==> config.mk <==
export PLATFORM = sky130hd
export DESIGN_NAME = spec_rename_rf
export DESIGN_NICKNAME = d
export VERILOG_FILES = /design/src/rtl/rrf_pkg.sv /design/src/rtl/rrf_slot.sv /design/src/rtl/rrf_read_port.sv /design/src/rtl/spec_rename_rf.sv
export SDC_FILE = /design/constraint.sdc
export NUM_CORES = 2
export LEC_CHECK = 0
export BUFFER_PORTS_ARGS = -buffer_cell sky130_fd_sc_hd__buf_2
export CORE_MARGIN = 2
export CORE_UTILIZATION = 45
export CTS_BUF_LIST = sky130_fd_sc_hd__clkbuf_2 sky130_fd_sc_hd__clkbuf_4 sky130_fd_sc_hd__clkbuf_8
export CTS_CLUSTER_DIAMETER = 150
export DETAILED_ROUTE_END_ITERATION = 16
export HOLD_SLACK_MARGIN = 0.15
export PLACE_DENSITY = 0.66
export SLEW_MARGIN = 30
export SYNTH_ARGS = -nofsm -noshare
export SYNTH_HDL_FRONTEND = slang
export SYNTH_SLANG_ARGS = --single-unit
==> constraint.sdc <==
create_clock -name clk -period 7.1 [get_ports clk]
set_clock_uncertainty 0.2 [all_clocks]
set_input_delay 1.42 -clock clk [delete_from_list [all_inputs] [get_ports clk]]
set_output_delay 1.42 -clock clk [all_outputs]
set_load 0.005 [all_outputs]
==> src/rtl/rrf_pkg.sv <==
package rrf_pkg;

   typedef enum logic [1:0] {
      UPD_HOLD    = 2'd0,
      UPD_RESTORE = 2'd1,
      UPD_BIND    = 2'd2,
      UPD_WAKE    = 2'd3
   } upd_e;

endpackage

==> src/rtl/rrf_slot.sv <==
module rrf_slot
   import rrf_pkg::*;
#(
   parameter int DATA_W = 32,
   parameter int TAG_W  = 5
) (
   input  logic              clk,
   input  logic              rst_n,
   input  logic              restore_en,
   input  logic [DATA_W-1:0] restore_value,
   input  logic              bind_hit,
   input  logic [TAG_W-1:0]  bind_tag,
   input  logic              res_en,
   input  logic [TAG_W-1:0]  res_tag,
   input  logic [DATA_W-1:0] res_value,
   output logic              ready,
   output logic [DATA_W-1:0] value,
   output logic [TAG_W-1:0]  tag
);

   logic              rdy_q;
   logic [DATA_W-1:0] val_q;
   logic [TAG_W-1:0]  tag_q;
   upd_e              upd;

   always_comb begin
      if (restore_en)                              upd = UPD_RESTORE;
      else if (bind_hit)                           upd = UPD_BIND;
      else if (res_en && !rdy_q && tag_q == res_tag) upd = UPD_WAKE;
      else                                         upd = UPD_HOLD;
   end

   always_ff @(posedge clk or negedge rst_n) begin
      if (!rst_n) begin
         rdy_q <= 1'b1;
         val_q <= '0;
         tag_q <= '0;
      end else begin
         case (upd)
            UPD_RESTORE: begin
               rdy_q <= 1'b1;
               val_q <= restore_value;
            end
            UPD_BIND: begin
               rdy_q <= 1'b0;
               tag_q <= bind_tag;
            end
            UPD_WAKE: begin
               rdy_q <= 1'b1;
               val_q <= res_value;
            end
            default: ;
         endcase
      end
   end

   assign ready = rdy_q;
   assign value = val_q;
   assign tag   = tag_q;

   p_bind_sets_tag_r2: assert property (@(posedge clk) disable iff (!rst_n)
      (bind_hit && !restore_en) |=> (!ready && tag == $past(bind_tag)));

   p_new_tag_wins_r6: assert property (@(posedge clk) disable iff (!rst_n)
      (bind_hit && res_en && !restore_en) |=> !ready);

   p_wake_on_match_r3: assert property (@(posedge clk) disable iff (!rst_n)
      (res_en && !ready && tag == res_tag && !bind_hit && !restore_en)
      |=> (ready && value == $past(res_value)));

   p_other_tag_ignored_r4: assert property (@(posedge clk) disable iff (!rst_n)
      (!ready && !(res_en && tag == res_tag) && !bind_hit && !restore_en)
      |=> (!ready && $stable(tag)));

   p_restore_loads_r7: assert property (@(posedge clk) disable iff (!rst_n)
      restore_en |=> (ready && value == $past(restore_value)));

endmodule

==> src/rtl/rrf_read_port.sv <==
module rrf_read_port #(
   parameter int NREGS  = 16,
   parameter int DATA_W = 32,
   parameter int TAG_W  = 5,
   parameter bit BYPASS = 1'b1,
   localparam int IDX_W = $clog2(NREGS)
) (
   input  logic              clk,
   input  logic              rst_n,
   input  logic [IDX_W-1:0]  idx,
   input  logic              slot_rdy [NREGS],
   input  logic [DATA_W-1:0] slot_val [NREGS],
   input  logic [TAG_W-1:0]  slot_tag [NREGS],
   input  logic              res_en,
   input  logic [TAG_W-1:0]  res_tag,
   input  logic [DATA_W-1:0] res_value,
   output logic              rd_ready,
   output logic [DATA_W-1:0] rd_value,
   output logic [TAG_W-1:0]  rd_tag
);

   logic              sel_rdy;
   logic [DATA_W-1:0] sel_val;
   logic [TAG_W-1:0]  sel_tag;
   logic              fwd;

   assign sel_rdy = slot_rdy[idx];
   assign sel_val = slot_val[idx];
   assign sel_tag = slot_tag[idx];

   generate
      if (BYPASS) begin : g_fwd
         assign fwd = res_en && !sel_rdy && (sel_tag == res_tag);

         p_same_cycle_forward_r5: assert property (@(posedge clk) disable iff (!rst_n)
            (res_en && !sel_rdy && sel_tag == res_tag) |-> (rd_ready && rd_value == res_value));
      end else begin : g_nofwd
         assign fwd = 1'b0;
      end
   endgenerate

   always_comb begin
      rd_ready = sel_rdy | fwd;
      rd_tag   = sel_tag;
      if (sel_rdy)  rd_value = sel_val;
      else if (fwd) rd_value = res_value;
      else          rd_value = '0;
   end

   p_pending_value_zero_r2: assert property (@(posedge clk) disable iff (!rst_n)
      !rd_ready |-> (rd_value == '0));

endmodule

==> src/rtl/spec_rename_rf.sv <==
module spec_rename_rf #(
   parameter int NREGS  = 16,
   parameter int DATA_W = 32,
   parameter int TAG_W  = 5,
   parameter bit BYPASS = 1'b1,
   localparam int IDX_W = $clog2(NREGS)
) (
   input  logic                    clk,
   input  logic                    rst_n,
   input  logic [IDX_W-1:0]        src_a_idx,
   output logic                    src_a_ready,
   output logic [DATA_W-1:0]       src_a_value,
   output logic [TAG_W-1:0]        src_a_tag,
   input  logic [IDX_W-1:0]        src_b_idx,
   output logic                    src_b_ready,
   output logic [DATA_W-1:0]       src_b_value,
   output logic [TAG_W-1:0]        src_b_tag,
   input  logic                    dst_en,
   input  logic [IDX_W-1:0]        dst_idx,
   input  logic [TAG_W-1:0]        dst_tag,
   input  logic                    res_en,
   input  logic [TAG_W-1:0]        res_tag,
   input  logic [DATA_W-1:0]       res_value,
   input  logic                    restore_en,
   input  logic [NREGS*DATA_W-1:0] restore_values
);

   generate
      if (NREGS < 2) begin : g_bad_nregs
         $error("spec_rename_rf: NREGS must be at least 2");
      end
      if ((NREGS & (NREGS - 1)) != 0) begin : g_bad_pow2
         $error("spec_rename_rf: NREGS must be a power of two");
      end
      if (DATA_W < 1 || TAG_W < 1) begin : g_bad_width
         $error("spec_rename_rf: DATA_W and TAG_W must be positive");
      end
   endgenerate

   logic              slot_rdy [NREGS];
   logic [DATA_W-1:0] slot_val [NREGS];
   logic [TAG_W-1:0]  slot_tag [NREGS];

   logic [DATA_W-1:0] unused_word0;
   assign unused_word0 = restore_values[DATA_W-1:0];

   generate
      for (genvar i = 0; i < NREGS; i++) begin : g_slot
         if (i == 0) begin : g_zero
            assign slot_rdy[i] = 1'b1;
            assign slot_val[i] = '0;
            assign slot_tag[i] = '0;
         end else begin : g_live
            logic hit;
            assign hit = dst_en && (dst_idx == IDX_W'(i));
            rrf_slot #(.DATA_W(DATA_W), .TAG_W(TAG_W)) u_slot (
               .clk           (clk),
               .rst_n         (rst_n),
               .restore_en    (restore_en),
               .restore_value (restore_values[i*DATA_W +: DATA_W]),
               .bind_hit      (hit),
               .bind_tag      (dst_tag),
               .res_en        (res_en),
               .res_tag       (res_tag),
               .res_value     (res_value),
               .ready         (slot_rdy[i]),
               .value         (slot_val[i]),
               .tag           (slot_tag[i])
            );
         end
      end
   endgenerate

   rrf_read_port #(.NREGS(NREGS), .DATA_W(DATA_W), .TAG_W(TAG_W), .BYPASS(BYPASS)) u_rd_a (
      .clk (clk), .rst_n (rst_n), .idx (src_a_idx),
      .slot_rdy (slot_rdy), .slot_val (slot_val), .slot_tag (slot_tag),
      .res_en (res_en), .res_tag (res_tag), .res_value (res_value),
      .rd_ready (src_a_ready), .rd_value (src_a_value), .rd_tag (src_a_tag)
   );

   rrf_read_port #(.NREGS(NREGS), .DATA_W(DATA_W), .TAG_W(TAG_W), .BYPASS(BYPASS)) u_rd_b (
      .clk (clk), .rst_n (rst_n), .idx (src_b_idx),
      .slot_rdy (slot_rdy), .slot_val (slot_val), .slot_tag (slot_tag),
      .res_en (res_en), .res_tag (res_tag), .res_value (res_value),
      .rd_ready (src_b_ready), .rd_value (src_b_value), .rd_tag (src_b_tag)
   );

   p_reg0_constant_r8: assert property (@(posedge clk) disable iff (!rst_n)
      (src_a_idx == '0) |-> (src_a_ready && src_a_value == '0));

   p_ports_agree_r9: assert property (@(posedge clk) disable iff (!rst_n)
      (src_a_idx == src_b_idx) |-> (src_a_ready == src_b_ready && src_a_value == src_b_value));

endmodule

# ---- Word-level counts from Yosys, hierarchy flattened
# Index checks and enable logic that the tools add are counted.
# W data, S select, Z words.
dict set report classes {
  reduce_logical 111
  muxes 97
  order_cmp 2
  n_bitwise 4
  n_eq_ne 77
}
# cell n
set op_table {}
lappend op_table {{$pmux W32 S2} 15}
lappend op_table {{$bmux W32 S4} 2}
lappend op_table {{$mux W32} 8}
lappend op_table {{$mux W2} 45}
lappend op_table {{$eq A5 B5 Y1} 17}
lappend op_table {{$eq A2 B2 Y1 const B} 30}
lappend op_table {{$reduce_bool A2 Y1} 30}
lappend op_table {{$logic_and A1 B1 Y1} 49}
lappend op_table {{$bmux W5 S4} 2}
lappend op_table {{$eq A4 B4 Y1 const B} 8}
lappend op_table {{$eq A2 B1 Y1 const B} 15}
lappend op_table {{$pmux W1 S2} 15}
lappend op_table {{$reduce_or A2 Y1} 15}
lappend op_table {{$mux W5} 4}
lappend op_table {{$logic_not A1 Y1} 17}
lappend op_table {{$eq A4 B3 Y1 const B} 4}
lappend op_table {{$ge A5 B5 Y1 const B} 2}
lappend op_table {{$not A4 Y5} 2}
lappend op_table {{$bmux W1 S4} 2}
lappend op_table {{$eq A4 B2 Y1 const B} 2}
lappend op_table {{$eq A4 B1 Y1 const B} 1}
lappend op_table {{$mux W1} 4}
lappend op_table {{$or A1 B1 Y1} 2}
dict set report word_totals {
  ff_bits 570
  elab_cells 336
  in_bits 571
  output_inout_bits 76
}

# ---- Longest topological paths before layout
dict set report depth {
  ltp_word 9
  depth_mapped 10
}

# ---- Cells and area by module
# A second synthesis with hierarchy kept.
dict set report hier_totals {
  hier_cells 2779
  area_unflattened_um2 39390.3
}
# module cells_each n_inst area_each_um2 seq_area_each_um2
set by_module_without_submodules {}
lappend by_module_without_submodules {rrf_slot 127 15 1881.8 952.2}
lappend by_module_without_submodules {rrf_read_port 425 2 5525.3 0.0}
lappend by_module_without_submodules {spec_rename_rf 24 1 112.6 0.0}

# ---- Worst setup path after synthesis
# OpenSTA, ideal clock, no wires.
dict set report synth_path {
  path_kind {input-to-output}
  from {in src_a_idx[1]}
  to {out src_a_value[10]}
  path_stages 9
  slack_ps 2035
  arrival_ps 3445
  path_cell_list {buf_4 buf_6 buf_2 buf_2 buf_1 mux4_2 mux4_2 nand2_1 o41ai_2}
}
dict set report synth_between {
  elab_chain_len 9
  word_cells_on_any_way 16
}
# element line
set synth_rtl {}
lappend synth_rtl {{start: declaration} spec_rename_rf.sv:10} ;# input logic [IDX_W-1:0] src_a_idx,
lappend synth_rtl {{$not A4 Y5 (implied by the code) *} {rrf_read_port.sv:27, rrf_read_port.sv:28, rrf_read_port.sv:29}}
lappend synth_rtl {{branches (longest 7 deep; another with $mux W32)} --}
lappend synth_rtl {{$mux W32 *} rrf_read_port.sv:45} ;# if (sel_rdy) rd_value = sel_val;
lappend synth_rtl {{end: declaration} spec_rename_rf.sv:12} ;# output logic [DATA_W-1:0] src_a_value,
# Mark *: on every way between the ends. The select of a mux whose other input is x is not followed.

# ---- Worst setup path in the final report
dict set report layout_path {
  from {in src_a_idx[1]}
  to {out src_a_value[11]}
}
# The elaborated chain is that of the path after synthesis.

==> out/qor.yml <==
outcome:
  status: "complete, no violations"
yosys:
  synth_area_leaders: "dfrtp_1 37%, mux4_2 16%, mux2i_1 14%, nand2_1 6.0%, o21ai_0 4.6%"
  ys_seq_area_share_pct: 37.8
  yosysUniqueCellTypes: 68
  synth.avg_cell_area_um2: 11.0
  synthTopCellsByCount: "600 x nand2_1, 555 x dfrtp_1, 521 x mux2i_1"
  synth_fp_nets: 4003
  synth_top_area_share_pct: 36.8
  syn_inst: 3432
  synth-seq-cells: 570
  synth_most_common_cell: "nand2_1"
  syn_area_um2: 37800
  synth_area_leader_cell: "dfrtp_1"
  yosysWarnings: 0
  synth-edff-count: 0
  async_flop_share_pct: 100
  synthFlopType: "dfrtp_1"
floorplan:
  row_count: 106
  start_util_pct: 45.3
  die-area_um2: 86300
  io_pins: 647
  die_w_um: 294
  core_area_um2: 83400
  die_y_um: 294
timing:
  max_freq_mhz: 156
  period_share_pct: 90.5
  finalHoldViolations: 0
  drv_slew: 0
  setup_violations: 0
  layout_setup_ws_ns: 0.678
  worst_pin_slew_ns: 1.03
  min_period_ns: 6.42
  fin_setup_tns_ns: 0
  rsz0062_at_grt: "no"
  maxSlewHeadroom_pct: 31.2
route:
  dr.first_iter.drc_count: 3315
  dr.pass1.iters: 7
  wl_per_cell_um: 28.6
  num_vias: 31500
  drc_errors: 0
  wl_mm: 144
  vias_per_cell: 6.27
  top_layer: "met5"
  wl_met2_mm: 64.4
  wl_met3_mm: 14.1
  met1_length_mm: 57.4
  drtAntennaViolNets: 0
global_route:
  track_usage_pct: 32.9
  grt_max_degree: 245
  overflow: 0
  grt_antenna_before_repair: 28
  first_global_vias: 31100
  grt_pass1_wl_mm: 209
min_path:
  hp-class: "input pin to async pin"
worst_setup_path:
  critPathCapture: "src_a_value[11]"
  critical_path.startpoint_type: "input pin"
  ff2ff_path_depth: 7
  critPathSlowestCell: "or4_4"
  cp_num_cells: 9
  cp_num_buf_inv: 3
  arrival_ns: 4.80
  worstSetupStartpoint: "src_a_idx[1]"
  cp_max_fo: 53
  rr_endpoint: "g_slot[14].g_live.u_slot.value[16]$_DFFE_PN0P_"
  rrSetupSlack_ns: 3.61
  path_cells: "clkbuf_8 > mux2i_1 > a2111oi_0 > or4_4 > xnor2_2 > nand4b_4 > buf_4 > o41ai_2 > buf_2"
  slowest_delay_ns: 0.60
  worstSetupPathType: "input pin to output port"
  r2r_start: "g_slot[14].g_live.u_slot.tag[0]$_DFFE_PN0N_"
  end_kind: "output port"
  worst_ep_required_time_ns: 5.48
  crit_family: "buffers and inverters"
clock_network:
  clk_path_buf_depth: 3
  cts-root-buf: "clkbuf_8"
  insertion_delay_ns: 0.74
  cts-resized-gates: 0
  path_clk_slew_ns: 0.06
  cts-buffers-inserted: 106
  cts_tree: "built"
  cts_setup_buffers: 0
  htree_num_levels: 3
  clock-sinks: 570
  hold_buffers: 0
final_layout:
  final_cell_count_no_fill: 5028
  design_area_um2: 43700
  drive_gt1_share_pct: 35.6
  nFillCells: 7492
  syn_to_final_growth_pct: 15.7
  nNetsFinal: 4419
placed_design:
  dp_hpwl_mm: 95.8
  gp_congestion: 0.930
  pre_cts_slack_ns: 0.813
  dpl-instance-area_um2: 41300
  port_buffers: 614
  dp.cells: 4818
flow_run:
  maxCapViolCount: 0
power:
  p_per_area_nw_per_um2: 219
  power.leakage_uw: 0.0196
  peakVddDrop_v: 0.000134
-- through the flow --
stage          hold WS (ns)  total power [uW]  utilization, %
2_1_floorplan         0.313              5260               -
3_3_place_gp          0.331              6050            49.5
3_5_place_dp          0.337              6110            49.6
4_1_cts               0.346              9570            52.3
5_1_grt               0.311              9940            52.4
6_report              0.332              9560            52.4
-- metal layers --
metal	vias to the layer above	global-route usage (%)
li1	13500	-
met1	15800	44.7
met2	1828	49.3
met3	419	7.47
met4	16	17.1
met5	-	0
-- power breakdown --
| part | switching, uW | internal (uW) | total, uW |
|---|---|---|---|
| combinational | 1150 | 1050 | 2210 |
| sequential | 301 | 3580 | 3890 |
| clock | 1540 | 1930 | 3460 |
| total | 2990 | 6560 | 9560 |
-- cells by family after synthesis --
| group | synth area share [%] |
|---|---|
| AOI/OAI and AO/OA | 12.5 |
| xor gates and xnor gates | 1.99 |
| buffers and inverters | 5.23 |
| DFF | 37.8 |
| muxes | 34.8 |
| and+or+nand+nor | 7.76 |
-- final cells by class --
class	instances	area (um2)	area share, %
multi-input cells	2448	21700	49.7
flip-flops and latches	570	14300	32.7
repair buffers	684	3900	8.92
clock buffers	164	2060	4.72
well taps	1080	1350	3.09
clock inverters	22	209	0.478
inverters	38	144	0.329
diodes	22	55.1	0.126
-- how the worst min path moves through the flow --
stage	end	start	slack, ns
2_1_floorplan	g_slot[15].g_live.u_slot.ready$_DFFE_PN1P_	g_slot[15].g_live.u_slot.ready$_DFFE_PN1P_	0.31
3_3_place_gp	g_slot[15].g_live.u_slot.ready$_DFFE_PN1P_	g_slot[15].g_live.u_slot.ready$_DFFE_PN1P_	0.33
3_5_place_dp	g_slot[7].g_live.u_slot.ready$_DFFE_PN1P_	g_slot[7].g_live.u_slot.ready$_DFFE_PN1P_	0.34
4_1_cts	g_slot[7].g_live.u_slot.ready$_DFFE_PN1P_	g_slot[7].g_live.u_slot.ready$_DFFE_PN1P_	0.35
5_1_grt	g_slot[11].g_live.u_slot.tag[3]$_DFFE_PN0N_	rst_n	0.31
6_report	g_slot[11].g_live.u_slot.tag[3]$_DFFE_PN0N_	rst_n	0.33
-- state kept, by name, summed over array words and instances, names as in the netlist --
signal / flops
g_slot.g_live.u_slot.ready: 15
g_slot.g_live.u_slot.tag: 75
g_slot.g_live.u_slot.value: 480
-- placed cells by master, fill, tap and decap left out, drive strengths merged, types with 15 or more instances in the layout --
cell and count:
buf 682, nand2 600, dfrtp 555, mux2i 522, o21ai 489, mux4 274
clkbuf 166, mux2 153, a22o 66, xnor2 64, o41ai 64, inv 43
nor2 23, diode 22, a21oi 22, xor2 21, nand4 15, dfstp 15
Power figures use the tool's default switching activity.
